**src/rtl/eth_stat_pkg.sv**
```systemverilog
package eth_stat_pkg;
    localparam int LEN_W     = 14;
    localparam int NUM_FLAGS = 12;
    localparam int VEC_W     = LEN_W + NUM_FLAGS;
    localparam int NUM_CNT   = NUM_FLAGS + 1;
    localparam int ADDR_W    = $clog2(NUM_CNT);

    typedef enum logic [0:0] {
        RD_IDLE = 1'b0,
        RD_ACK  = 1'b1
    } rd_state_e;
endpackage

```
**src/rtl/eth_stat_counter.sv**
```systemverilog
module eth_stat_counter #(
    parameter int CNT_W = 32,
    parameter int INC_W = 14
) (
    input  logic             clk,
    input  logic             rst,
    input  logic [INC_W-1:0] inc,
    output logic [CNT_W-1:0] cnt
);
    localparam logic [CNT_W-1:0] SAT_VAL = '1;
    localparam int               PAD_W   = CNT_W + 1 - INC_W;

    logic [CNT_W:0] sum;

    always_comb begin
        sum = {1'b0, cnt} + {{PAD_W{1'b0}}, inc};
    end

    // Saturating accumulate
    always_ff @(posedge clk) begin
        if (rst) begin
            cnt <= '0;
        end else if (sum[CNT_W]) begin
            cnt <= SAT_VAL;
        end else begin
            cnt <= sum[CNT_W-1:0];
        end
    end

    // Checker history
    logic             armed;
    logic [CNT_W-1:0] prev_cnt;
    logic             prev_idle;

    always_ff @(posedge clk) begin
        if (rst) begin
            armed <= 1'b0;
        end else begin
            armed <= 1'b1;
        end
        prev_cnt  <= cnt;
        prev_idle <= (inc == '0);
    end

    a_r4_no_wrap: assert property (@(posedge clk) disable iff (rst)
        armed |-> (cnt >= prev_cnt));

    a_r4_sat_sticky: assert property (@(posedge clk) disable iff (rst)
        (armed && prev_cnt == SAT_VAL) |-> (cnt == SAT_VAL));

    a_r2_idle_hold: assert property (@(posedge clk) disable iff (rst)
        (armed && prev_idle) |-> (cnt == prev_cnt));
endmodule

```
**src/rtl/eth_stat_side.sv**
```systemverilog
module eth_stat_side
    import eth_stat_pkg::*;
#(
    parameter int CNT_W = 32
) (
    input  logic              clk,
    input  logic              rst,
    input  logic              vec_valid,
    input  logic [VEC_W-1:0]  vec,
    input  logic [ADDR_W-1:0] rd_addr,
    input  logic              rd_req,
    output logic              rd_ack,
    output logic [CNT_W-1:0]  rd_data
);
    logic [CNT_W-1:0] cnt_arr [NUM_CNT];
    logic [LEN_W-1:0] byte_inc;

    always_comb begin
        byte_inc = vec_valid ? vec[LEN_W-1:0] : '0;
    end

    eth_stat_counter #(
        .CNT_W(CNT_W),
        .INC_W(LEN_W)
    ) u_byte_cnt (
        .clk(clk),
        .rst(rst),
        .inc(byte_inc),
        .cnt(cnt_arr[0])
    );

    // One counter per flag bit, address k+1 fed by bit LEN_W+k
    for (genvar k = 0; k < NUM_FLAGS; k++) begin : g_flag
        logic flag_inc;

        always_comb begin
            flag_inc = vec_valid & vec[LEN_W+k];
        end

        eth_stat_counter #(
            .CNT_W(CNT_W),
            .INC_W(1)
        ) u_flag_cnt (
            .clk(clk),
            .rst(rst),
            .inc(flag_inc),
            .cnt(cnt_arr[k+1])
        );
    end

    // Read select
    logic [CNT_W-1:0] sel_val;
    logic             sel_hit;

    always_comb begin
        sel_val = '0;
        sel_hit = 1'b0;
        for (int i = 0; i < NUM_CNT; i++) begin
            if (rd_addr == ADDR_W'(i)) begin
                sel_val = cnt_arr[i];
                sel_hit = 1'b1;
            end
        end
    end

    // Read port state machine
    rd_state_e        state_q;
    rd_state_e        state_d;
    logic [CNT_W-1:0] data_q;
    logic             hit_q;

    always_comb begin
        unique case (state_q)
            RD_IDLE: state_d = rd_req ? RD_ACK : RD_IDLE;
            RD_ACK:  state_d = rd_req ? RD_ACK : RD_IDLE;
            default: state_d = RD_IDLE;
        endcase
    end

    always_ff @(posedge clk) begin
        if (rst) begin
            state_q <= RD_IDLE;
            data_q  <= '0;
            hit_q   <= 1'b0;
        end else begin
            state_q <= state_d;
            if (rd_req) begin
                data_q <= sel_val;
                hit_q  <= sel_hit;
            end
        end
    end

    always_comb begin
        rd_ack  = (state_q == RD_ACK);
        rd_data = rd_ack ? data_q : '0;
    end

    a_r7_ack_follows_req: assert property (@(posedge clk) disable iff (rst)
        rd_req |=> rd_ack);

    a_r7_no_stray_ack: assert property (@(posedge clk) disable iff (rst)
        !rd_req |=> !rd_ack);

    a_r6_unmapped_zero: assert property (@(posedge clk) disable iff (rst)
        (rd_ack && !hit_q) |-> (rd_data == '0));
endmodule

```
**src/rtl/eth_stat_bank.sv**
```systemverilog
module eth_stat_bank
    import eth_stat_pkg::*;
#(
    parameter int CNT_W = 32
) (
    input  logic              clk,
    input  logic              rst,
    input  logic              tx_vec_valid,
    input  logic [VEC_W-1:0]  tx_vec,
    input  logic              rx_vec_valid,
    input  logic [VEC_W-1:0]  rx_vec,
    input  logic [ADDR_W-1:0] stat_addr,
    input  logic              tx_rd_req,
    output logic              tx_rd_ack,
    output logic [CNT_W-1:0]  tx_rd_data,
    input  logic              rx_rd_req,
    output logic              rx_rd_ack,
    output logic [CNT_W-1:0]  rx_rd_data
);
    eth_stat_side #(.CNT_W(CNT_W)) u_tx_side (
        .clk      (clk),
        .rst      (rst),
        .vec_valid(tx_vec_valid),
        .vec      (tx_vec),
        .rd_addr  (stat_addr),
        .rd_req   (tx_rd_req),
        .rd_ack   (tx_rd_ack),
        .rd_data  (tx_rd_data)
    );

    eth_stat_side #(.CNT_W(CNT_W)) u_rx_side (
        .clk      (clk),
        .rst      (rst),
        .vec_valid(rx_vec_valid),
        .vec      (rx_vec),
        .rd_addr  (stat_addr),
        .rd_req   (rx_rd_req),
        .rd_ack   (rx_rd_ack),
        .rd_data  (rx_rd_data)
    );
endmodule

```
**config.mk**
```make
export PLATFORM = sky130hd
export DESIGN_NAME = eth_stat_bank
export DESIGN_NICKNAME = d
export VERILOG_FILES = /design/src/rtl/eth_stat_pkg.sv /design/src/rtl/eth_stat_counter.sv /design/src/rtl/eth_stat_side.sv /design/src/rtl/eth_stat_bank.sv
export SDC_FILE = /design/constraint.sdc
export NUM_CORES = 2
export LEC_CHECK = 0
export BUFFER_PORTS_ARGS = -buffer_cell sky130_fd_sc_hd__buf_4
export CAP_MARGIN = 20
export CORE_MARGIN = 2
export CORE_UTILIZATION = 60
export DETAILED_ROUTE_END_ITERATION = 16
export HOLD_SLACK_MARGIN = 0.08
export PLACE_DENSITY = 0.77
export SKIP_LAST_GASP = 1
export SYNTH_ARGS = -nofsm -noshare
export SYNTH_HDL_FRONTEND = slang
export SYNTH_SLANG_ARGS = --single-unit
```
**constraint.sdc**
```tcl
create_clock -name clk -period 7.5 [get_ports clk]
set_input_delay 1.125 -clock clk [delete_from_list [all_inputs] [get_ports clk]]
set_output_delay 1.125 -clock clk [all_outputs]
set_load 0.005 [all_outputs]
```
# Word level (Yosys, flattened, before mapping)
# Cells that the tools add are included.
# W data, S select, Z words.
[word_totals]
regBits = 898
latchBits = 0
ramBits = 0
romBits = 0
wordCells = 151
memories = 0
[classes]
addsub = 26
mul = 0
div_mod_pow = 0
magnitude_cmp = 0
eq_ne = 12
n_shift = 0
muxes = 58
n_bitwise = 24
reduce_logical = 1
[ops]
columns = ["cell", "n"]
rows = [
  ["$mux W32", 54],
  ["$add A32 B1 Y33", 24],
  ["$add A32 B14 Y33", 2],
  ["$mux W14", 2],
  ["$and A1 B1 Y1", 24],
  ["$eq A4 B4 Y1 const B", 5],
  ["$eq A4 B3 Y1 const B", 4],
  ["$eq A4 B2 Y1 const B", 2],
  ["$eq A4 B1 Y1 const B", 1],
  ["$logic_not A4 Y1", 1],
  ["$mux W1", 2],
]

# Longest topological paths before layout
[depth]
word_depth = 14
depth_mapped = 12
mapped_depth_nobuf = 10

# Hierarchy
# From an unflattened synthesis, not the netlist that was laid out.
[unflattened]
hier_cells = 5563
area_unflattened_um2 = 49702.7
[modules_own_cells]
columns = ["module", "instances", "cells_per_inst", "area_each_um2", "seq_area_each_um2"]
rows = [
  ["eth_stat_counter at u_rx_side.g_flag[0].u_flag_cnt ...", 24, 168, 1492.7, 640.6],
  ["eth_stat_side", 2, 535, 4993.5, 660.6],
  ["eth_stat_counter at u_rx_side.u_byte_cnt", 1, 235, 1969.4, 640.6],
  ["eth_stat_counter at u_tx_side.u_byte_cnt", 1, 226, 1921.8, 640.6],
]

# Worst setup path after synthesis
# No wires, ideal clock.
[synth_path]
path_type = "input port to flip-flop"
start = "input rx_vec_valid"
end = "register u_rx_side.u_byte_cnt.cnt[10]"
setup_time_ns = 0.132
arrival_time_ns = 3.275
required_time_ns = 7.368
path_slack_ns = 4.093
path_stages = 11
path_cell_list = "clkbuf_1 -> and2_1 -> fa_1 -> a21o_1 -> a21oi_1 -> o21ai_2 -> a311oi_4 -> a21oi_2 -> nand3_2 -> buf_2 -> a21oi_1"
[synth_between]
elab_chain_len = 3
[synth_lines]
columns = ["item", "line", "source"]
rows = [
  ["start, declared", "eth_stat_bank.sv:10", "input logic rx_vec_valid,"],
  ["$mux W14", "eth_stat_side.sv:19", "byte_inc = vec_valid ? vec[LEN_W-1:0] : '0;"],
  ["$add A32 B14 Y33", "eth_stat_counter.sv:16", "sum = {1'b0, cnt} + {{PAD_W{1'b0}}, inc};"],
  ["$mux W32", "eth_stat_counter.sv:23", "end else if (sum[CNT_W]) begin"],
  ["end signal, assigned", "eth_stat_counter.sv:26", "cnt <= sum[CNT_W-1:0];"],
  ["end, declared", "eth_stat_counter.sv:8", "output logic [CNT_W-1:0] cnt"],
]
# No other way between the ends.
# A chain may end at the register's enable or synchronous reset.

# Final worst setup path
[layout_path]
start = "input stat_addr[2]"
end = "register u_rx_side.data_q[20]"
[layout_between]
elab_chain_len = 14
[layout_lines]
columns = ["item", "line", "source"]
rows = [
  ["start, declared", "eth_stat_bank.sv:12", "input logic [ADDR_W-1:0] stat_addr,"],
  ["$logic_not A4 Y1", "eth_stat_side.sv:59", "if (rd_addr == ADDR_W'(i)) begin"],
  ["$mux W32 (12 in a row)", "eth_stat_side.sv:59", ""],
  ["$mux W32 (*)", "eth_stat_side.sv:59", ""],
  ["end signal, assigned", "eth_stat_side.sv:88", "data_q <= sel_val;"],
  ["end, declared", "eth_stat_side.sv:69", "logic [CNT_W-1:0] data_q;"],
]
# Every way passes the cells marked *; elsewhere a longest branch is shown, timed or not.

==> results.md <==
* Status: completed
* Nets at 5737
* Post-place setup slack at around 2.9 ns
* CP Cell Sequence: buf_4 > buf_4 > nor2_2 > nand2_1 > a2bb2oi_1 > nand3_1 > a21boi_0 > o21ai_0 > a32o_1
* #FFs+latches synth at 898
* Synth warn at 0
* Synthesized Nets at 5816
* R2r worst-path depth at 8
* Leakage at between 0.015 and 0.02 uW
* Post-synth top area share at 0.377
* RSZ-0062 raised after global routing: no
* Critical Path RT at around 8.1 ns
* Setup Fix Bufs, Post-CTS at 0
* Nature of the critical path startpoint: input pin
* Most common cell in the synthesized netlist: dfxtp_1
* # hold bufs at CTS at 0
* Root Driver: clkbuf_16
* CTS resizes at 0
* Initial antenna violation count at 2
* Crit-path most repeated cell: buf_4
* Post-synth top area cell: dfxtp_1
* Max frequency at approximately 240 MHz
* H-tree levels at 3
* PortBufs at roughly 130
* Seq pwr share at 0.454
* Max Slew Vio Count at 0
* VDD IR max at 0.175 mV
* GRT overflow at 0
* Syn-to-layout area delta at 9.44%
* TritonCTS Buffers at 96
* # setup viols final at 0
* Final Hold Vio Count at 0
* Register-to-register setup slack at roughly 4.3 ns
* Comb pwr share at 0.063
* Clock transition at the registers of the reported paths at around 0.060 ns
* Critical path buffers and inverters at 2
* CTS tree: built
* Worst Hold Class: register to register
* Clock Skew at 0.0214 ns
* Synthesized cell area at between 0.04 and 0.05 mm2
* Hold Crit Start: u_rx_side.data_q[6]
* Ranking of synthesized cells by area: dfxtp_1 38%, a21oi_1 8.2%, xor2_1 6.8%, xnor2_1 3.8%, nand3_1 3.3%
* Mean post-synth cell area at between 8 and 9 um2
* DR DRC count at 0
* Arr. time, crit path at around 4.7 ns
* Syn Inst Count at roughly 5700
* Async set-reset flop share out of synthesis at 0
* Worst r2r src: u_rx_side.g_flag[7].u_flag_cnt.cnt[0]
* Netlist cell types at about 100
* Starting Density at 0.605
* Die Y at 286 um
* Final worst slack at between 3 and 4 ns
* Die area at 0.0818 mm2
* Num rows at approximately 100
* Clk Latency, worst-skew pair at about 0.67 ns
* Tcrit/Tclk final at 0.547
* Routed Antenna Nets at 0
* Critical-path top delay cell: nand2_1
* WL final at around 150000 um
* CTS max path bufs at 3
* Clk pwr share at 0.483
* Die W at ~290 um
* Via density at 6.56
* Routed WL per cell at ~22 um
* # Max-Cap Violations at 0
* Net Sw Frac at 0.241
* Post-synthesis sequential area ratio at 0.377
* Hold Path Sink: u_rx_side.data_q[6]
* Placeable core area at a little under 0.08 mm2
* Setup TNS at 0 ns
* Slew HR at 0.239
* Worst reg2reg endpoint: u_rx_side.g_flag[7].u_flag_cnt.cnt[29]
* Largest net degree at the start of global routing at approximately 160
* Overall routing resource usage at 0.351
* Initial DRC count at 5872
* Crit-path leading delay family: simple AND/OR/NAND/NOR gates
* DR pass1 iterations at 9
* Power per cell area at approximately 210 mW/mm2
* Final min period at 4.10 ns
* GPL Wtd Cong at 1.02
* Crit Path Class: input pin to register
* First-pass GRT wire length at about 230000 um
* Internal at slightly above 8000 uW
* Dpl hpwl at ~110000 um
* Slowest cell delay on critical path at 0.82 ns
* Placed Instances at around 6500
* Clk sink count at roughly 900
* Hold Path Depth at 2
* Critical path fanouts, max at 60
* Number of synthesized flops with an enable pin at 0
* Least-Margin Pin Slew at 1.11 ns
* Vias in the first global route at between 30000 and 40000
* I/O Pins at 128
* Post-Layout Cell Count at ~6700
* Synth top cells by count: 898 x dfxtp_1, 785 x a21oi_1, 402 x nand2_1, 388 x nor2_1, 369 x xor2_1
* Layout cells sized above 1 at 0.0866
* Switching power at 2610 uW
* Vias at ~44000
* Ys flop type: dfxtp_1
* Critical Path Sink Type: register
[worst reg2reg max path, delay by kind of cell (launching register included)]
kind / cells / cell delay [ns]
and+or+nand+nor: 6 / 2.31
DFF: 1 / 0.38
adders and majority gates: 2 / 0.42
[layout by cell type (no fill, tap or decap), types with 25 or more instances in the layout]
master / n
mux2_2: 31
nor2_1: 385
clkbuf_16: 97
a211oi_1: 43
xor2_1: 369
mux2i_1: 105
a311oi_1: 42
nor3_1: 109
a22oi_1: 40
nor4_1: 25
mux4_2: 30
ha_1: 76
o21ai_0: 234
a21oi_1: 785
dfxtp_1: 898
and3_1: 194
and4_1: 75
nand2_1: 402
o22ai_1: 69
nand3_1: 319
inv_1: 90
a31oi_1: 72
nand4_1: 138
xnor2_1: 205
o221ai_1: 26
and2_1: 157
buf_4: 156
[layout make-up]
| cell class | instances | area (um2) |
|---|---|---|
| clock buffers | 129 | 2730 |
| inverters | 93 | 349 |
| multi-input cells | 4347 | 27900 |
| flip-flops and latches | 898 | 18000 |
| clock inverters | 51 | 739 |
| fillers | 6580 | 26700 |
| diodes | 3 | 7.51 |
| repair buffers | 161 | 1240 |
| well taps | 1050 | 1310 |
[logic make-up after synthesis]
kind of cell | Yosys count | synth area share
fa+ha+maj | 78 | 0.0208
simple gates | 2002 | 0.223
buf+inv | 431 | 0.0397
xor+xnor | 574 | 0.105
compound gates | 1527 | 0.190
mux | 166 | 0.0435
flops | 898 | 0.377
[state kept, by name, indices dropped and copies added (netlist names)]
name / count
u_tx_side.u_byte_cnt.cnt: 32
u_rx_side.u_byte_cnt.cnt: 32
u_tx_side.data_q: 32
u_rx_side.rd_ack: 1
u_rx_side.data_q: 32
u_tx_side.g_flag.u_flag_cnt.cnt: 384
u_tx_side.rd_ack: 1
u_rx_side.g_flag.u_flag_cnt.cnt: 384
[per-layer routing]
metal  global-route usage  wire length, um  vias to the layer above
met3               0.0752            17200                      371
met5                    0               10                        -
met2                0.523            63300                     2426
met1                0.500            62400                    20900
li1                     -                -                    20400
met4                0.123             5950                        2
[per-stage QoR]
stage / utilization / power, uW / hold WS, ns / instance area [um2]
after floorplan: - / 5440 / 0.417 / 47700
after global placement: 0.618 / 5660 / 0.448 / 48700
after detailed placement: 0.618 / 5670 / 0.475 / 48700
after CTS: 0.662 / 10800 / 0.487 / 52200
after global routing: 0.662 / 11100 / 0.505 / 52200
final: 0.662 / 10800 / 0.482 / 52200
[power groups by stage]
| stage | Sequential (uW) | Combinational, uW | Clock [uW] |
|---|---|---|---|
| after floorplan | 4960 | 476 | 0 |
| after global placement | 5010 | 649 | 0 |
| after detailed placement | 5010 | 661 | 0 |
| after CTS | 4910 | 666 | 5250 |
| after global routing | 4910 | 735 | 5430 |
| final | 4910 | 684 | 5230 |
[how the worst max path moves through the flow]
stage | startpoint | to | cells past startpoint
after global placement | stat_addr[2] | u_rx_side.data_q[20] | 9
after CTS | stat_addr[2] | u_rx_side.data_q[20] | 9
after floorplan | rx_vec_valid | u_rx_side.u_byte_cnt.cnt[10] | 11
after detailed placement | stat_addr[2] | u_rx_side.data_q[20] | 9
final | stat_addr[2] | u_rx_side.data_q[20] | 9
after global routing | stat_addr[2] | u_rx_side.data_q[20] | 9
No activity file was read; power rests on OpenSTA's default activity.
